===== src/rtl/srm_pkg.sv =====
package srm_pkg;
  typedef enum logic [2:0] {
    ST_IDLE, ST_CATCH, ST_ENTER, ST_SELF, ST_EXITP, ST_BURST, ST_WDONE
  } srm_state_e;

  typedef enum logic [1:0] {
    PH_IDLE, PH_CAS, PH_RAS, PH_PRE
  } cbr_phase_e;

  function automatic int max3(input int a, input int b, input int c);
    int m;
    m = (a > b) ? a : b;
    return (m > c) ? m : c;
  endfunction
endpackage


===== src/rtl/srm_timer.sv =====
module srm_timer #(
  parameter int W = 8
) (
  input  logic         clk,
  input  logic         rst_n,
  input  logic         load,
  input  logic [W-1:0] val,
  output logic         zero
);
  logic [W-1:0] cnt;

  always_ff @(posedge clk) begin
    if (!rst_n)              cnt <= '0;
    else if (load)           cnt <= val;
    else if (cnt != '0)      cnt <= cnt - 1'b1;
  end

  assign zero = (cnt == '0);
endmodule


===== src/rtl/srm_cbr_burst.sv =====
module srm_cbr_burst
  import srm_pkg::*;
#(
  parameter int RW      = 13,
  parameter int CSR_CYC = 1,
  parameter int RAS_CYC = 8,
  parameter int RP_CYC  = 7
) (
  input  logic          clk,
  input  logic          rst_n,
  input  logic          start,
  input  logic [RW-1:0] nrows,
  output logic          busy,
  output logic          done,
  output logic          ras_n,
  output logic          cas_n
);
  localparam int ETW = $clog2(max3(CSR_CYC, RAS_CYC, RP_CYC) + 1);

  cbr_phase_e     ph, ph_nxt;
  logic [RW-1:0]  rows_left;
  logic           tload, tzero;
  logic [ETW-1:0] tval;

  srm_timer #(.W(ETW)) u_tmr (
    .clk(clk), .rst_n(rst_n), .load(tload), .val(tval), .zero(tzero)
  );

  always_comb begin
    ph_nxt = ph;
    tload  = 1'b0;
    tval   = '0;
    done   = 1'b0;
    unique case (ph)
      PH_IDLE: if (start) begin
        ph_nxt = PH_CAS; tload = 1'b1; tval = ETW'(CSR_CYC - 1);
      end
      PH_CAS: if (tzero) begin
        ph_nxt = PH_RAS; tload = 1'b1; tval = ETW'(RAS_CYC - 1);
      end
      PH_RAS: if (tzero) begin
        ph_nxt = PH_PRE; tload = 1'b1; tval = ETW'(RP_CYC - 1);
      end
      PH_PRE: if (tzero) begin
        if (rows_left == RW'(1)) begin
          done   = 1'b1;
          ph_nxt = PH_IDLE;
        end else begin
          ph_nxt = PH_CAS; tload = 1'b1; tval = ETW'(CSR_CYC - 1);
        end
      end
      default: ph_nxt = PH_IDLE;
    endcase
  end

  always_ff @(posedge clk) begin
    if (!rst_n) begin
      ph        <= PH_IDLE;
      rows_left <= '0;
    end else begin
      ph <= ph_nxt;
      if (ph == PH_IDLE && start)    rows_left <= nrows;
      else if (ph == PH_PRE && tzero) rows_left <= rows_left - 1'b1;
    end
  end

  assign busy  = (ph != PH_IDLE);
  assign ras_n = (ph != PH_RAS);
  assign cas_n = !(ph == PH_CAS || ph == PH_RAS);

  AST_ENG_START_OK: assert property (@(posedge clk) disable iff (!rst_n)
    start |-> (!busy && nrows != '0));
  AST_ENG_CBR_ORDER: assert property (@(posedge clk) disable iff (!rst_n)
    $fell(ras_n) |-> (!cas_n && $past(!cas_n)));
endmodule


===== src/rtl/dram_selfrefresh_mgr.sv =====
module dram_selfrefresh_mgr
  import srm_pkg::*;
#(
  parameter int ROWS       = 4096,
  parameter int CSR_CYC    = 1,
  parameter int RAS_CYC    = 8,
  parameter int RP_CYC     = 7,
  parameter int SR_MIN_CYC = 12500,
  parameter int RPS_CYC    = 14,
  localparam int RW        = $clog2(ROWS + 1)
) (
  input  logic          clk,
  input  logic          rst_n,
  input  logic          sleep_req,
  input  logic [RW-1:0] rows_pending,
  input  logic          wake_req,
  output logic          sleep_ack,
  output logic          wake_done,
  output logic          bus_own,
  output logic          ras_n,
  output logic          cas_n,
  output logic          we_n
);
  localparam int TW = $clog2(max3(SR_MIN_CYC, RPS_CYC, CSR_CYC) + 1);

  srm_state_e    state, nxt;
  logic          tload, tzero;
  logic [TW-1:0] tval;
  logic          eng_start, eng_busy, eng_done, eng_ras_n, eng_cas_n;
  logic [RW-1:0] eng_rows;
  logic          wake_pend, sleeping;
  logic [TW-1:0] sr_len;

  srm_timer #(.W(TW)) u_hold_tmr (
    .clk(clk), .rst_n(rst_n), .load(tload), .val(tval), .zero(tzero)
  );

  srm_cbr_burst #(
    .RW(RW), .CSR_CYC(CSR_CYC), .RAS_CYC(RAS_CYC), .RP_CYC(RP_CYC)
  ) u_burst (
    .clk(clk), .rst_n(rst_n), .start(eng_start), .nrows(eng_rows),
    .busy(eng_busy), .done(eng_done), .ras_n(eng_ras_n), .cas_n(eng_cas_n)
  );

  always_comb begin
    nxt       = state;
    tload     = 1'b0;
    tval      = '0;
    eng_start = 1'b0;
    eng_rows  = RW'(ROWS);
    unique case (state)
      ST_IDLE: if (sleep_req) begin
        if (rows_pending != '0) begin
          nxt = ST_CATCH; eng_start = 1'b1; eng_rows = rows_pending;
        end else begin
          nxt = ST_ENTER; tload = 1'b1; tval = TW'(CSR_CYC - 1);
        end
      end
      ST_CATCH: if (eng_done) begin
        nxt = ST_ENTER; tload = 1'b1; tval = TW'(CSR_CYC - 1);
      end
      ST_ENTER: if (tzero) begin
        nxt = ST_SELF; tload = 1'b1; tval = TW'(SR_MIN_CYC - 1);
      end
      ST_SELF: if (tzero && (wake_pend || wake_req)) begin
        nxt = ST_EXITP; tload = 1'b1; tval = TW'(RPS_CYC - 1);
      end
      ST_EXITP: if (tzero) begin
        nxt = ST_BURST; eng_start = 1'b1;
      end
      ST_BURST: if (eng_done) nxt = ST_WDONE;
      ST_WDONE: nxt = ST_IDLE;
      default:  nxt = ST_IDLE;
    endcase
  end

  assign sleeping = (state == ST_CATCH) || (state == ST_ENTER) || (state == ST_SELF);

  always_ff @(posedge clk) begin
    if (!rst_n) begin
      state     <= ST_IDLE;
      wake_pend <= 1'b0;
    end else begin
      state <= nxt;
      if (state == ST_SELF && nxt != ST_SELF) wake_pend <= 1'b0;
      else if (sleeping && wake_req)          wake_pend <= 1'b1;
    end
  end

  always_comb begin
    unique case (state)
      ST_CATCH, ST_BURST: begin ras_n = eng_ras_n; cas_n = eng_cas_n; end
      ST_ENTER:           begin ras_n = 1'b1;      cas_n = 1'b0;      end
      ST_SELF:            begin ras_n = 1'b0;      cas_n = 1'b0;      end
      default:            begin ras_n = 1'b1;      cas_n = 1'b1;      end
    endcase
  end

  assign we_n      = 1'b1;
  assign sleep_ack = (state == ST_SELF);
  assign wake_done = (state == ST_WDONE);
  assign bus_own   = (state != ST_IDLE);

  // Length of the current self-refresh hold, kept for the hold check.
  always_ff @(posedge clk) begin
    if (!rst_n)                      sr_len <= '0;
    else if (!sleep_ack)             sr_len <= '0;
    else if (sr_len != {TW{1'b1}})   sr_len <= sr_len + 1'b1;
  end

  AST_IDLE_QUIET: assert property (@(posedge clk) disable iff (!rst_n)
    !bus_own |-> (ras_n && cas_n && !sleep_ack && !wake_done));
  AST_ENTRY_CBR: assert property (@(posedge clk) disable iff (!rst_n)
    $rose(sleep_ack) |-> ($past(!cas_n) && $past(ras_n)));
  AST_ACK_STROBES: assert property (@(posedge clk) disable iff (!rst_n)
    sleep_ack |-> (!ras_n && !cas_n));
  AST_SR_MIN_HOLD: assert property (@(posedge clk) disable iff (!rst_n)
    $fell(sleep_ack) |-> (sr_len >= TW'(SR_MIN_CYC)));
  AST_EXIT_TOGETHER: assert property (@(posedge clk) disable iff (!rst_n)
    $fell(sleep_ack) |-> (ras_n && cas_n));
  AST_BURST_BUSY: assert property (@(posedge clk) disable iff (!rst_n)
    (state == ST_BURST) |-> eng_busy);
  AST_DONE_PULSE: assert property (@(posedge clk) disable iff (!rst_n)
    wake_done |=> (!wake_done && !bus_own));
endmodule


===== config.mk =====
export PLATFORM = sky130hd
export DESIGN_NAME = dram_selfrefresh_mgr
export DESIGN_NICKNAME = d
export VERILOG_FILES = /design/src/rtl/srm_pkg.sv /design/src/rtl/srm_timer.sv /design/src/rtl/srm_cbr_burst.sv /design/src/rtl/dram_selfrefresh_mgr.sv
export SDC_FILE = /design/constraint.sdc
export NUM_CORES = 1
export LEC_CHECK = 0
export BUFFER_PORTS_ARGS = -buffer_cell sky130_fd_sc_hd__buf_2
export CAP_MARGIN = 10
export CORE_MARGIN = 3
export CORE_UTILIZATION = 45
export CTS_BUF_LIST = sky130_fd_sc_hd__clkbuf_16
export CTS_CLUSTER_SIZE = 12
export DETAILED_ROUTE_END_ITERATION = 12
export HOLD_SLACK_MARGIN = 0.08
export PLACE_DENSITY = 0.7
export SLEW_MARGIN = 10
export SYNTH_ARGS = -nofsm -noshare
export SYNTH_HDL_FRONTEND = slang
export SYNTH_HIERARCHICAL = 1
export SYNTH_SLANG_ARGS = --single-unit

===== constraint.sdc =====
create_clock -name clk -period 3.1 [get_ports clk]
set_input_delay 0.31 -clock clk [delete_from_list [all_inputs] [get_ports clk]]
set_output_delay 0.31 -clock clk [all_outputs]
set_load 0.02 [all_outputs]

# Yosys cells after proc, flatten, opt, wreduce, memory -nomap -nowiden
# Cells that the tools add are included.
dict set report classes {
  n_shift 0
  addsub 3
  mux 48
  eq_ne 16
  div 0
  magnitude_cmp 0
  reduce_logical 27
  bitwise_logic 1
  multipliers 0
}
# operator n
set op_table {}
lappend op_table {{two-way mux 13 bit} 5}
lappend op_table {{two-way mux 14 bit} 3}
lappend op_table {{case mux 14 bit (2 select lines)} 1}
lappend op_table {{two-way mux 3 bit} 8}
lappend op_table {{case mux 3 bit (6 select lines)} 1}
lappend op_table {{two-way mux 1 bit} 15}
lappend op_table {{logical NOT 14 bit} 1}
lappend op_table {{nonzero test 14 bit} 1}
lappend op_table {{subtractor 14 x 1 -> 14 bit (second input constant)} 1}
lappend op_table {{== test 13 x 1 -> 1 bit (second input constant)} 1}
lappend op_table {{nonzero test 13 bit} 1}
lappend op_table {{subtractor 13 x 1 -> 13 bit (second input constant)} 1}
lappend op_table {{two-way mux 4 bit} 3}
lappend op_table {{case mux 4 bit (3 select lines)} 1}
lappend op_table {{two-way mux 2 bit} 5}
lappend op_table {{OR reduction 2 bit} 5}
lappend op_table {{== test 3 bit (second input constant)} 3}
lappend op_table {{inequality test 2 x 1 -> 1 bit (second input constant)} 4}
lappend op_table {{case mux 2 bit (4 select lines)} 1}
lappend op_table {{== test 3 x 2 -> 1 bit (second input constant)} 2}
lappend op_table {{case mux 1 bit (2 select lines)} 3}
lappend op_table {{nonzero test 2 bit} 3}
lappend op_table {{logical AND 1 bit} 5}
lappend op_table {{== test 2 bit (second input constant)} 2}
lappend op_table {{other kinds (16)} 19}
dict set report totals {
  reg_bits 37
  mem_bits_rw 0
  mem_bits_ro 0
  latch_bits 0
  memories 0
}

# Longest topological paths before layout
# Gate-level depths: netlist (run 1).
dict set report depth {
  ltp_word 9
  mapped_depth 14
  depth_no_buf 12
}

# Cells and area by module
# Netlist (run 1), hierarchy kept.
# module area_each_um2 instances seq_area_each_um2 cells_per_inst
set modules_own_cells {}
lappend modules_own_cells {srm_cbr_burst 969.7 1 300.3 117}
lappend modules_own_cells {{srm_timer at u_hold_tmr} 820.8 1 280.3 101}
lappend modules_own_cells {dram_selfrefresh_mgr 446.7 1 80.1 61}
lappend modules_own_cells {{srm_timer at u_burst.u_tmr} 230.2 1 80.1 23}

# Least setup slack after synthesis (run 1)
# Ideal clock, no wire load.
dict set report synth_timing {
  path_kind {register to register}
  start {register u_hold_tmr.cnt[0]}
  end {register u_hold_tmr.cnt[7]}
  n_path_buf 2
  required_time_ns 2.978
  arrival_time_ns 2.907
  setup_time_ns 0.122
  setup_slack_ns 0.071
  path_stages_with_launch 14
  synth_period_minus_slack_ns 3.029
  path_cell_list {dfxtp_1 inv_1 ha_1 or4b_4 or4_1 buf_2 inv_2 nor3b_2 or2_2 o21ba_2 inv_1 buf_2 o21ai_0 a21oi_2}
}
dict set report synth_between {
  elab_chain_cells 5
  word_cells_on_any_way 12
  cone_classes {add/sub (1); mux (7); reduce/logical (4)}
}
# element line
set synth_lines {}
lappend synth_lines {{from (decl)} srm_timer.sv:10} ;# logic [W-1:0] cnt;
lappend synth_lines {{from (signal assigned)} srm_timer.sv:14} ;# else if (load) cnt <= val;
lappend synth_lines {{from (signal assigned)} srm_timer.sv:15} ;# else if (cnt != '0) cnt <= cnt - 1'b1;
lappend synth_lines {{logical NOT 14 bit (*)} srm_timer.sv:18} ;# assign zero = (cnt == '0);
lappend synth_lines {{named net tzero} dram_selfrefresh_mgr.sv:27} ;# logic tload, tzero;
lappend synth_lines {{logical AND 1 bit} dram_selfrefresh_mgr.sv:65} ;# ST_SELF: if (tzero && (wake_pend || wake_req)) begin
lappend synth_lines {{two-way mux 1 bit} dram_selfrefresh_mgr.sv:65}
lappend synth_lines {{case mux 1 bit (4 select lines) (*)} dram_selfrefresh_mgr.sv:51} ;# unique case (state)
lappend synth_lines {{named net tload} dram_selfrefresh_mgr.sv:27}
lappend synth_lines {{two-way mux 14 bit or nonzero test 2 bit (tied branches)} --}
# The timed path passes the listed nets; every way through them passes the cells marked *. The select of a mux whose other input is x is not followed.
# A chain may end at the register's enable or synchronous reset.

# Worst setup path in the final report (run 1)
# Same ends and word-level chain as after synthesis.

==> flow_metrics.py, run 1 <==
metrics = {
    "routing": {
        "drc": 0,
        "avgViaCountPerCell": 5.53,
        "wire_per_inst_um": 13.9,
        "vias": 2223,
        "drt_iter0_drc": 190,
        "wl_um": 5580,
        "first_pass_iters": 4,
        "antenna_left": 0,
    },
    "synthesis": {
        "syn_area_per_cell_um2": 8.17,
        "synthSimpleGateAreaFrac": 0.323,
        "syn_area_mm2": 0.00247,
        "synth_cells": 302,
        "synth_top_area_share": 0.300,
        "synth_xor_area_frac": 0.0568,
        "synth_edf_count": 0,
        "ys_ff_latch": 37,
        "yosysTopAreaCell": "dfxtp_1",
        "synth_top_family_by_area": "simple AND/OR/NAND/NOR gates",
        "synth_area_leaders": "dfxtp_1 30%, ha_1 5.1%, o21ai_0 4.3%",
        "synth_compound_area_frac": 0.185,
        "async_flop_share": 0,
        "synth_top_flop_cell": "dfxtp_1",
        "muxShareOfSynthArea": 0.0208,
        "yosysWarnings": 6,
        "synth_fa_ha_area_frac": 0.0507,
        "synth_cell_types": 65,
        "seq_area_frac_synth": 0.300,
    },
    "clocking": {
        "post-cts-setup-buffers": 0,
        "clk_latency_ps": 280,
        "htreeDepth": 2,
        "cts_sinks": 37,
        "cts_root_buf": "clkbuf_16",
        "clkTransAtPathRegs_ps": 60,
        "cts_tree": "yes",
        "cts_buffers": 5,
        "clockBufferDepth": 2,
    },
    "placed_design": {
        "dp_slack_ps": 105,
        "dp_cells": 393,
        "place_congestion": 0.827,
        "placed_area_mm2": 0.00267,
        "io_buffers": 21,
        "place_hpwl_um": 3960,
    },
    "timing": {
        "slew_viol_final": 0,
        "rsz0062_at_grt": "no",
        "fin_ws_ps": 168,
        "hold_viol": 0,
        "max_freq_ghz": 0.341,
        "finalSetupViolations": 0,
        "finalSetupTns_ps": 0,
        "worst_clock_skew_ps": 5.73,
        "layout_min_cycle_time_ps": 2930,
        "whs_ps": 440,
        "worst_pin_slew_ps": 631,
        "min_period_over_period": 0.946,
        "slew_headroom": 0.579,
    },
    "global_route": {
        "grt_use_total": 0.186,
        "antenna_found_initial": 0,
        "grt_pass1_vias": 2037,
        "grt.overflow.total": 0,
        "grt_pass1_wl_um": 9640,
        "grt_max_degree": 38,
    },
    "worst_setup_path": {
        "worstPathCellList": "inv_1, ha_4, or4b_4, or4_4, inv_4, o21ai_0, nor2_1, or2_2, o21ba_4, clkinvlp_4, o21ai_1, a21oi_2",
        "endpoint_kind": "register",
        "rr_worst_depth": 12,
        "cp-start-kind": "register",
        "r2r_start": "u_hold_tmr/cnt[0]",
        "criticalPathCategory": "reg -> reg",
        "r2r_setup_slack_ps": 170,
        "worstPathArrival_ps": 3100,
        "worstPathMaxFanout": 7,
        "r2r-end": "u_hold_tmr/cnt[7]",
        "cpPeakStageDelay_ps": 580,
        "required_ps": 3270,
        "crit_slowest_cell": "or4_4",
    },
    "die": {
        "pin_count": 23,
        "placementRows": 26,
        "design.die.area_mm2": 0.00641,
        "die-width_um": 80.0,
        "start_util": 0.474,
        "die_h_um": 80.0,
        "design.core.area_mm2": 0.00520,
    },
    "hold_path": {
        "min_to": "u_burst/rows_left[10]",
        "hold_path_depth": 4,
        "hp-start": "rows_pending[10]",
        "min_path_type": "in -> reg",
    },
    "cells_and_area": {
        "design_area_mm2": 0.00285,
        "final_cell_count_no_fill": 402,
        "drive_above_1_share": 0.184,
        "layout-area-overhead-vs-synth_pct": 15.6,
        "insertedDiodeCount": 0,
        "final_cell_mix": "37 x dfxtp_1, 22 x nor2_1, 21 x buf_2",
        "post-route-util": 0.548,
        "layout.nets": 358,
        "mostFrequentLayoutCell": "dfxtp_1",
    },
    "pwr": {
        "total_leakage_power_nw": 1.14,
        "vdd_ir_drop_max_mv": 0.470,
        "cellPowerDensity_mw_per_mm2": 820,
        "p_total_mw": 2.34,
    },
    "outcome": {
        "status": "finished clean",
    },
    "flow_run": {
        "drv_cap": 0,
    },
}
layer usage:
layer,up-vias,GRT usage,wire length [um]
met5,-,0,0
met4,0,0.0507,46
met3,7,0.0327,291
met2,55,0.280,2420
met1,1020,0.272,2820
li1,1141,-,-
synth_stat cells, types with 7 or more instances:
cell type / n
dfxtp_1: 37
xor2_1: 9
and2_1: 11
nand3_1: 18
xnor2_1: 7
nand2_1: 9
ha_1: 10
nor2_1: 22
inv_1: 17
o21ai_0: 21
or3_1: 8
a21oi_1: 17
area by class of cell:
cell class / instances / area [um2]
Timing Repair Buffer: 31 / 180
Tap cell: 70 / 87.6
Timing Repair inverter: 1 / 7.51
Sequential cell: 37 / 741
Fill cell: 490 / 2350
Inverter: 18 / 73.8
Clock inverter: 3 / 12.5
Multi-Input combinational cell: 237 / 1630
Clock buffer: 5 / 125
cells by family after synthesis:
kind of cell,after synthesis
and+or+nand+nor,128
AOI/OAI and AO/OA,71
DFF,37
buffers and inverters,32
xor gates and xnor gates,16
adders and majority gates,10
muxes,5
other,3
critical path, delay by kind of cell, from the launching register on:
family / cells / cell delay [ps]
simple gates: 4 / 1350
compound gates: 4 / 540
buf+inv: 3 / 430
flops: 1 / 340
fa+ha+maj: 1 / 150
power breakdown:
| part | internal, mW | switching [mW] |
|---|---|---|
| combinational | 0.512 | 0.586 |
| clock | 0.291 | 0.192 |
| sequential | 0.608 | 0.150 |
| total | 1.41 | 0.929 |
state kept, by name, summed over array words and instances, names as in the netlist:
name / cells
u_hold_tmr/cnt: 14
u_burst/u_tmr/cnt: 4
wake_pend: 1
u_burst/rows_left: 13
u_burst/ph: 2
state: 3
what timing repair did:
item	in CTS	in global routing
hold buffers	0	0
endpoints found under the setup margin	0	9
resized for setup	0	16
worst max-delay path by stage:
stage,from,to,slack (ps),depth (start not counted)
6_report,u_hold_tmr/cnt[0],u_hold_tmr/cnt[7],170,12
5_1_grt,u_hold_tmr/cnt[0],u_hold_tmr/cnt[12],10,12
4_1_cts,u_hold_tmr/cnt[0],u_hold_tmr/cnt[7],90,12
3_5_place_dp,u_hold_tmr/cnt[0],u_hold_tmr/cnt[7],110,12
3_3_place_gp,u_hold_tmr/cnt[0],u_hold_tmr/cnt[7],240,12
2_1_floorplan,u_hold_tmr/cnt[0],u_hold_tmr/cnt[7],70,13
Note: power is estimated with default switching activity, not from simulation.
==> run 2, diff against run 1 <==
Settings changed: MAX_ROUTING_LAYER set to met4, PLACE_DENSITY 0.7 to 0.67.
Clock period 3.1 ns to 3.23 ns, I/O delays scaled along.
==> flow_metrics.py, run 2 (same netlist as run 1, synthesis figures left out) <==
metrics = {
    "outcome": {
        "status": "finished clean",
    },
    "pwr": {
        "switching_power_uw": 864,
        "clkPwrFrac": 0.208,
        "pwr-share-comb": 0.459,
        "cellPowerDensity_mw_per_mm2": 784,
        "p_int_mw": 1.32,
        "seqPwrFrac": 0.334,
        "vdd_ir_drop_max_mv": 0.513,
        "switching_share": 0.395,
        "total_leakage_power_nw": 1.12,
    },
    "global_route": {
        "grt_pass1_wl_um": 9510,
        "grt_pass1_vias": 1918,
        "grt.overflow.total": 0,
        "grt_use_total": 0.190,
        "antenna_found_initial": 0,
        "grt_max_degree": 38,
    },
    "die": {
        "pin_count": 23,
        "start_util": 0.474,
        "design.core.area_mm2": 0.00520,
        "die-width_um": 80.0,
        "placementRows": 26,
        "design.die.area_mm2": 0.00641,
        "die_h_um": 80.0,
    },
    "clocking": {
        "cts_resized": 0,
        "cts_root_buf": "clkbuf_16",
        "clockBufferDepth": 2,
        "clk_latency_ps": 280,
        "htreeDepth": 2,
        "cts_buffers": 5,
        "cts_tree": "yes",
        "hold_buffers": 0,
        "post-cts-setup-buffers": 0,
        "cts_sinks": 37,
        "clkTransAtPathRegs_ps": 60,
    },
    "worst_setup_path": {
        "cp-start-kind": "register",
        "worstPathArrival_ps": 3190,
        "crit_slowest_cell": "or4_1",
        "criticalPathCategory": "reg -> reg",
        "worstPathMaxFanout": 14,
        "endpoint_kind": "register",
        "critPathTopFamily": "simple AND/OR/NAND/NOR gates",
        "cpPeakStageDelay_ps": 590,
        "required_ps": 3400,
        "cp.buffers_inverters": 3,
        "worstPathCellList": "inv_1, ha_1, or4b_4, or4_1, inv_2, o21ai_0, nor2_1, or2_2, o21ba_2, inv_1, o21ai_0, a21oi_2",
    },
    "placed_design": {
        "place_hpwl_um": 3950,
        "place_congestion": 0.874,
        "placed_area_mm2": 0.00266,
        "io_buffers": 21,
        "dp_slack_ps": 257,
    },
    "timing": {
        "worst_clock_skew_ps": 2.90,
        "slew_headroom": 0.595,
        "fin_ws_ps": 201,
        "rsz0062_at_grt": "no",
        "min_period_over_period": 0.938,
        "finalSetupViolations": 0,
        "max_freq_ghz": 0.330,
        "hold_viol": 0,
        "worst_pin_slew_ps": 602,
        "slew_viol_final": 0,
        "finalSetupTns_ps": 0,
        "layout_min_cycle_time_ps": 3030,
    },
    "cells_and_area": {
        "insertedDiodeCount": 0,
        "largestRegisters": "u_hold_tmr/cnt (14), u_burst/rows_left (13), u_burst/u_tmr/cnt (4)",
        "design_area_mm2": 0.00279,
        "final_cell_mix": "37 x dfxtp_1, 22 x nor2_1, 21 x o21ai_0, 21 x buf_2",
        "regArea_um2": 741,
        "mostFrequentLayoutCell": "dfxtp_1",
        "layout-area-overhead-vs-synth_pct": 13.0,
        "regMostFlops": "u_hold_tmr/cnt",
        "layout.nets": 355,
        "drive_above_1_share": 0.159,
        "largest_reg_flops": 14,
        "fillCellCount": 506,
        "multi_input_area_mm2": 0.00160,
    },
    "routing": {
        "wl_um": 5490,
        "vias": 2157,
        "first_pass_iters": 5,
        "wire_per_inst_um": 13.8,
        "drc": 0,
        "drt_iter0_drc": 120,
        "antenna_left": 0,
        "avgViaCountPerCell": 5.42,
    },
    "hold_path": {
        "min_path_type": "in -> reg",
    },
    "flow_run": {
        "drv_cap": 0,
    },
}
[run 2: layer usage]
metal,track usage,vias to the layer above,routed length [um]
met5,-,-,0
met4,0.0456,0,35
met3,0.0372,4,182
met2,0.262,35,2360
met1,0.283,992,2910
li1,-,1126,-
[run 2: worst paths after layout]
check	cells past startpoint	endpoint	slack, ps	start
worst min register to register	1	u_hold_tmr/cnt[11]	530	u_hold_tmr/cnt[11]
worst max-delay path	12	u_hold_tmr/cnt[7]	200	u_hold_tmr/cnt[0]
worst max register to register	12	u_hold_tmr/cnt[7]	200	u_hold_tmr/cnt[0]
worst min-delay path	4	u_burst/rows_left[10]	450	rows_pending[10]
[run 2: metrics by stage]
stage / util / total power, mW / cells / hold slack [ps]
3_5_place_dp: 0.510 / 1.72 / 391 / 514
3_3_place_gp: 0.510 / 1.71 / 391 / 522
6_report: 0.536 / 2.19 / 398 / 454
2_1_floorplan: - / 1.52 / 306 / 441
5_1_grt: 0.536 / 2.37 / 398 / 482
4_1_cts: 0.536 / 2.19 / 398 / 454
[run 2: power groups by stage]
stage | clock (mW) | combinational, mW | sequential [mW]
2_1_floorplan | 0 | 0.817 | 0.699
3_3_place_gp | 0 | 0.981 | 0.733
3_5_place_dp | 0 | 0.986 | 0.734
4_1_cts | 0.463 | 1.00 | 0.726
5_1_grt | 0.482 | 1.14 | 0.748
6_report | 0.454 | 1.00 | 0.729
[run 2: worst min-delay path, cell delays in order]
cell and delay [ps]:
buf_2 80, and2_1 110, o21ai_0 80, a21oi_1 100
[run 2: layout make-up]
class / instances / area share
tap: 70 / 0.0314
timing repair buffer: 29 / 0.0592
inverter: 18 / 0.0242
clock inverter: 2 / 0.00269
multi-input combinational: 237 / 0.572
sequential: 37 / 0.266
clock buffer: 5 / 0.0449
==> run 3, diff against run 2 <==
Settings changed: RECOVER_POWER set to 25.
==> flow_metrics.py, run 3 (same netlist as run 1, synthesis figures left out) <==
metrics = {
    "worst_setup_path": {
        "cpPeakStageDelay_ps": 590,
        "required_ps": 3400,
        "r2r_setup_slack_ps": 210,
        "endpoint_kind": "register",
        "crit_slowest_cell": "or4_1",
        "cp-start-kind": "register",
        "r2r-end": "u_hold_tmr/cnt[7]",
        "worstPathArrival_ps": 3190,
        "worstPathCellList": "inv_1, ha_1, or4b_4, or4_1, inv_2, o21ai_0, nor2_1, or2_2, o21ba_2, inv_1, o21ai_0, a21oi_2",
        "worstPathMaxFanout": 14,
        "r2r_start": "u_hold_tmr/cnt[0]",
        "criticalPathCategory": "reg -> reg",
        "rr_worst_depth": 12,
    },
    "clocking": {
        "clk_latency_ps": 280,
        "post-cts-setup-buffers": 0,
        "cts_resized": 0,
        "clockBufferDepth": 2,
        "cts_tree": "yes",
        "cts_sinks": 37,
        "htreeDepth": 2,
        "hold_buffers": 0,
        "cts_root_buf": "clkbuf_16",
        "cts_buffers": 5,
        "clkTransAtPathRegs_ps": 50,
    },
    "timing": {
        "worst_clock_skew_ps": 2.63,
        "hold_viol": 0,
        "finalSetupViolations": 0,
        "slew_viol_final": 0,
        "slew_headroom": 0.586,
        "max_freq_ghz": 0.331,
        "whs_ps": 453,
        "worst_pin_slew_ps": 621,
        "layout_min_cycle_time_ps": 3020,
        "rsz0062_at_grt": "no",
        "finalSetupTns_ps": 0,
        "min_period_over_period": 0.936,
    },
    "die": {
        "pin_count": 23,
        "design.core.area_mm2": 0.00520,
        "die-width_um": 80.0,
        "start_util": 0.474,
        "design.die.area_mm2": 0.00641,
        "die_h_um": 80.0,
        "placementRows": 26,
    },
    "hold_path": {
        "min_path_type": "in -> reg",
        "hp-start": "rows_pending[12]",
        "hold_path_depth": 4,
        "min_to": "u_burst/rows_left[12]",
    },
    "routing": {
        "avgViaCountPerCell": 5.41,
        "drt_iter0_drc": 130,
        "drc": 0,
        "vias": 2154,
        "wl_um": 5500,
        "first_pass_iters": 5,
        "wire_per_inst_um": 13.8,
        "antenna_left": 0,
    },
    "placed_design": {
        "io_buffers": 21,
        "place_hpwl_um": 3950,
        "place_congestion": 0.874,
    },
    "cells_and_area": {
        "final_cell_mix": "37 x dfxtp_1, 22 x nor2_1, 21 x o21ai_0",
        "layout-area-overhead-vs-synth_pct": 12.6,
        "post-route-util": 0.534,
        "drive_above_1_share": 0.140,
        "mostFrequentLayoutCell": "dfxtp_1",
        "insertedDiodeCount": 0,
        "layout.nets": 355,
        "largestRegisters": "u_hold_tmr/cnt (14), u_burst/rows_left (13), u_burst/u_tmr/cnt (4)",
        "regMostFlops": "u_hold_tmr/cnt",
        "largest_reg_flops": 14,
    },
    "pwr": {
        "total_leakage_power_nw": 1.10,
        "vdd_ir_drop_max_mv": 0.513,
        "cellPowerDensity_mw_per_mm2": 786,
    },
    "global_route": {
        "antenna_found_initial": 0,
        "grt_use_total": 0.190,
        "grt_pass1_wl_um": 9510,
        "grt.overflow.total": 0,
        "grt_pass1_vias": 1918,
        "grt_max_degree": 38,
    },
    "flow_run": {
        "drv_cap": 0,
    },
    "outcome": {
        "status": "finished clean",
    },
}
[run 3: cell types whose count changed in the layout (fill, tap and decap cells not counted), sizes merged]
cell	delta
buf	-6
clkbuf	+6
[run 3: critical path: cells and delay by family, from the launching register on]
kind	cells	cell delay, ps
adder cells (fa/ha/maj)	1	210
AO/OA/AOI/OAI	4	610
AND/OR/NAND/NOR	4	1340
flip-flops	1	350
buffers and inverters	3	410
[run 3: worst max-delay path by stage]
stage                                  from                end  slack, ps
after CTS                 u_hold_tmr/cnt[0]  u_hold_tmr/cnt[7]        220
after floorplan           u_hold_tmr/cnt[0]  u_hold_tmr/cnt[7]        200
final                     u_hold_tmr/cnt[0]  u_hold_tmr/cnt[7]        210
after global placement    u_hold_tmr/cnt[0]  u_hold_tmr/cnt[7]        340
after global routing      u_hold_tmr/cnt[0]  u_hold_tmr/cnt[7]         10
after detailed placement  u_hold_tmr/cnt[0]  u_hold_tmr/cnt[7]        260
[run 3: through the flow]
step,power [mW],setup slack (ps),cells,instance area [um2]
floorplan,1.52,201,306,2480
global placement,1.71,339,391,2660
detailed placement,1.72,257,391,2660
CTS,2.19,219,398,2790
global route,2.36,13.2,398,2780
finish,2.18,206,398,2780
[run 3: cell type report]
type	instances	area (um2)
clock inverters	2	7.51
fillers	508	2430
well taps	70	87.6
multi-input cells	237	1600
clock buffers	5	125
repair buffers	29	155
inverters	18	67.6
flip-flops and latches	37	741
[run 3: report_power, final]
group          switching (mW)  internal, mW
sequential              0.145         0.584
clock                   0.177         0.276
combinational           0.543         0.460
[run 3: layer usage]
| metal | track usage | share of wire |
|---|---|---|
| met2 | 0.262 | 0.43 |
| met3 | 0.0372 | 0.039 |
| met4 | 0.0456 | 0.0064 |
| met5 | - | 0 |
| met1 | 0.283 | 0.52 |
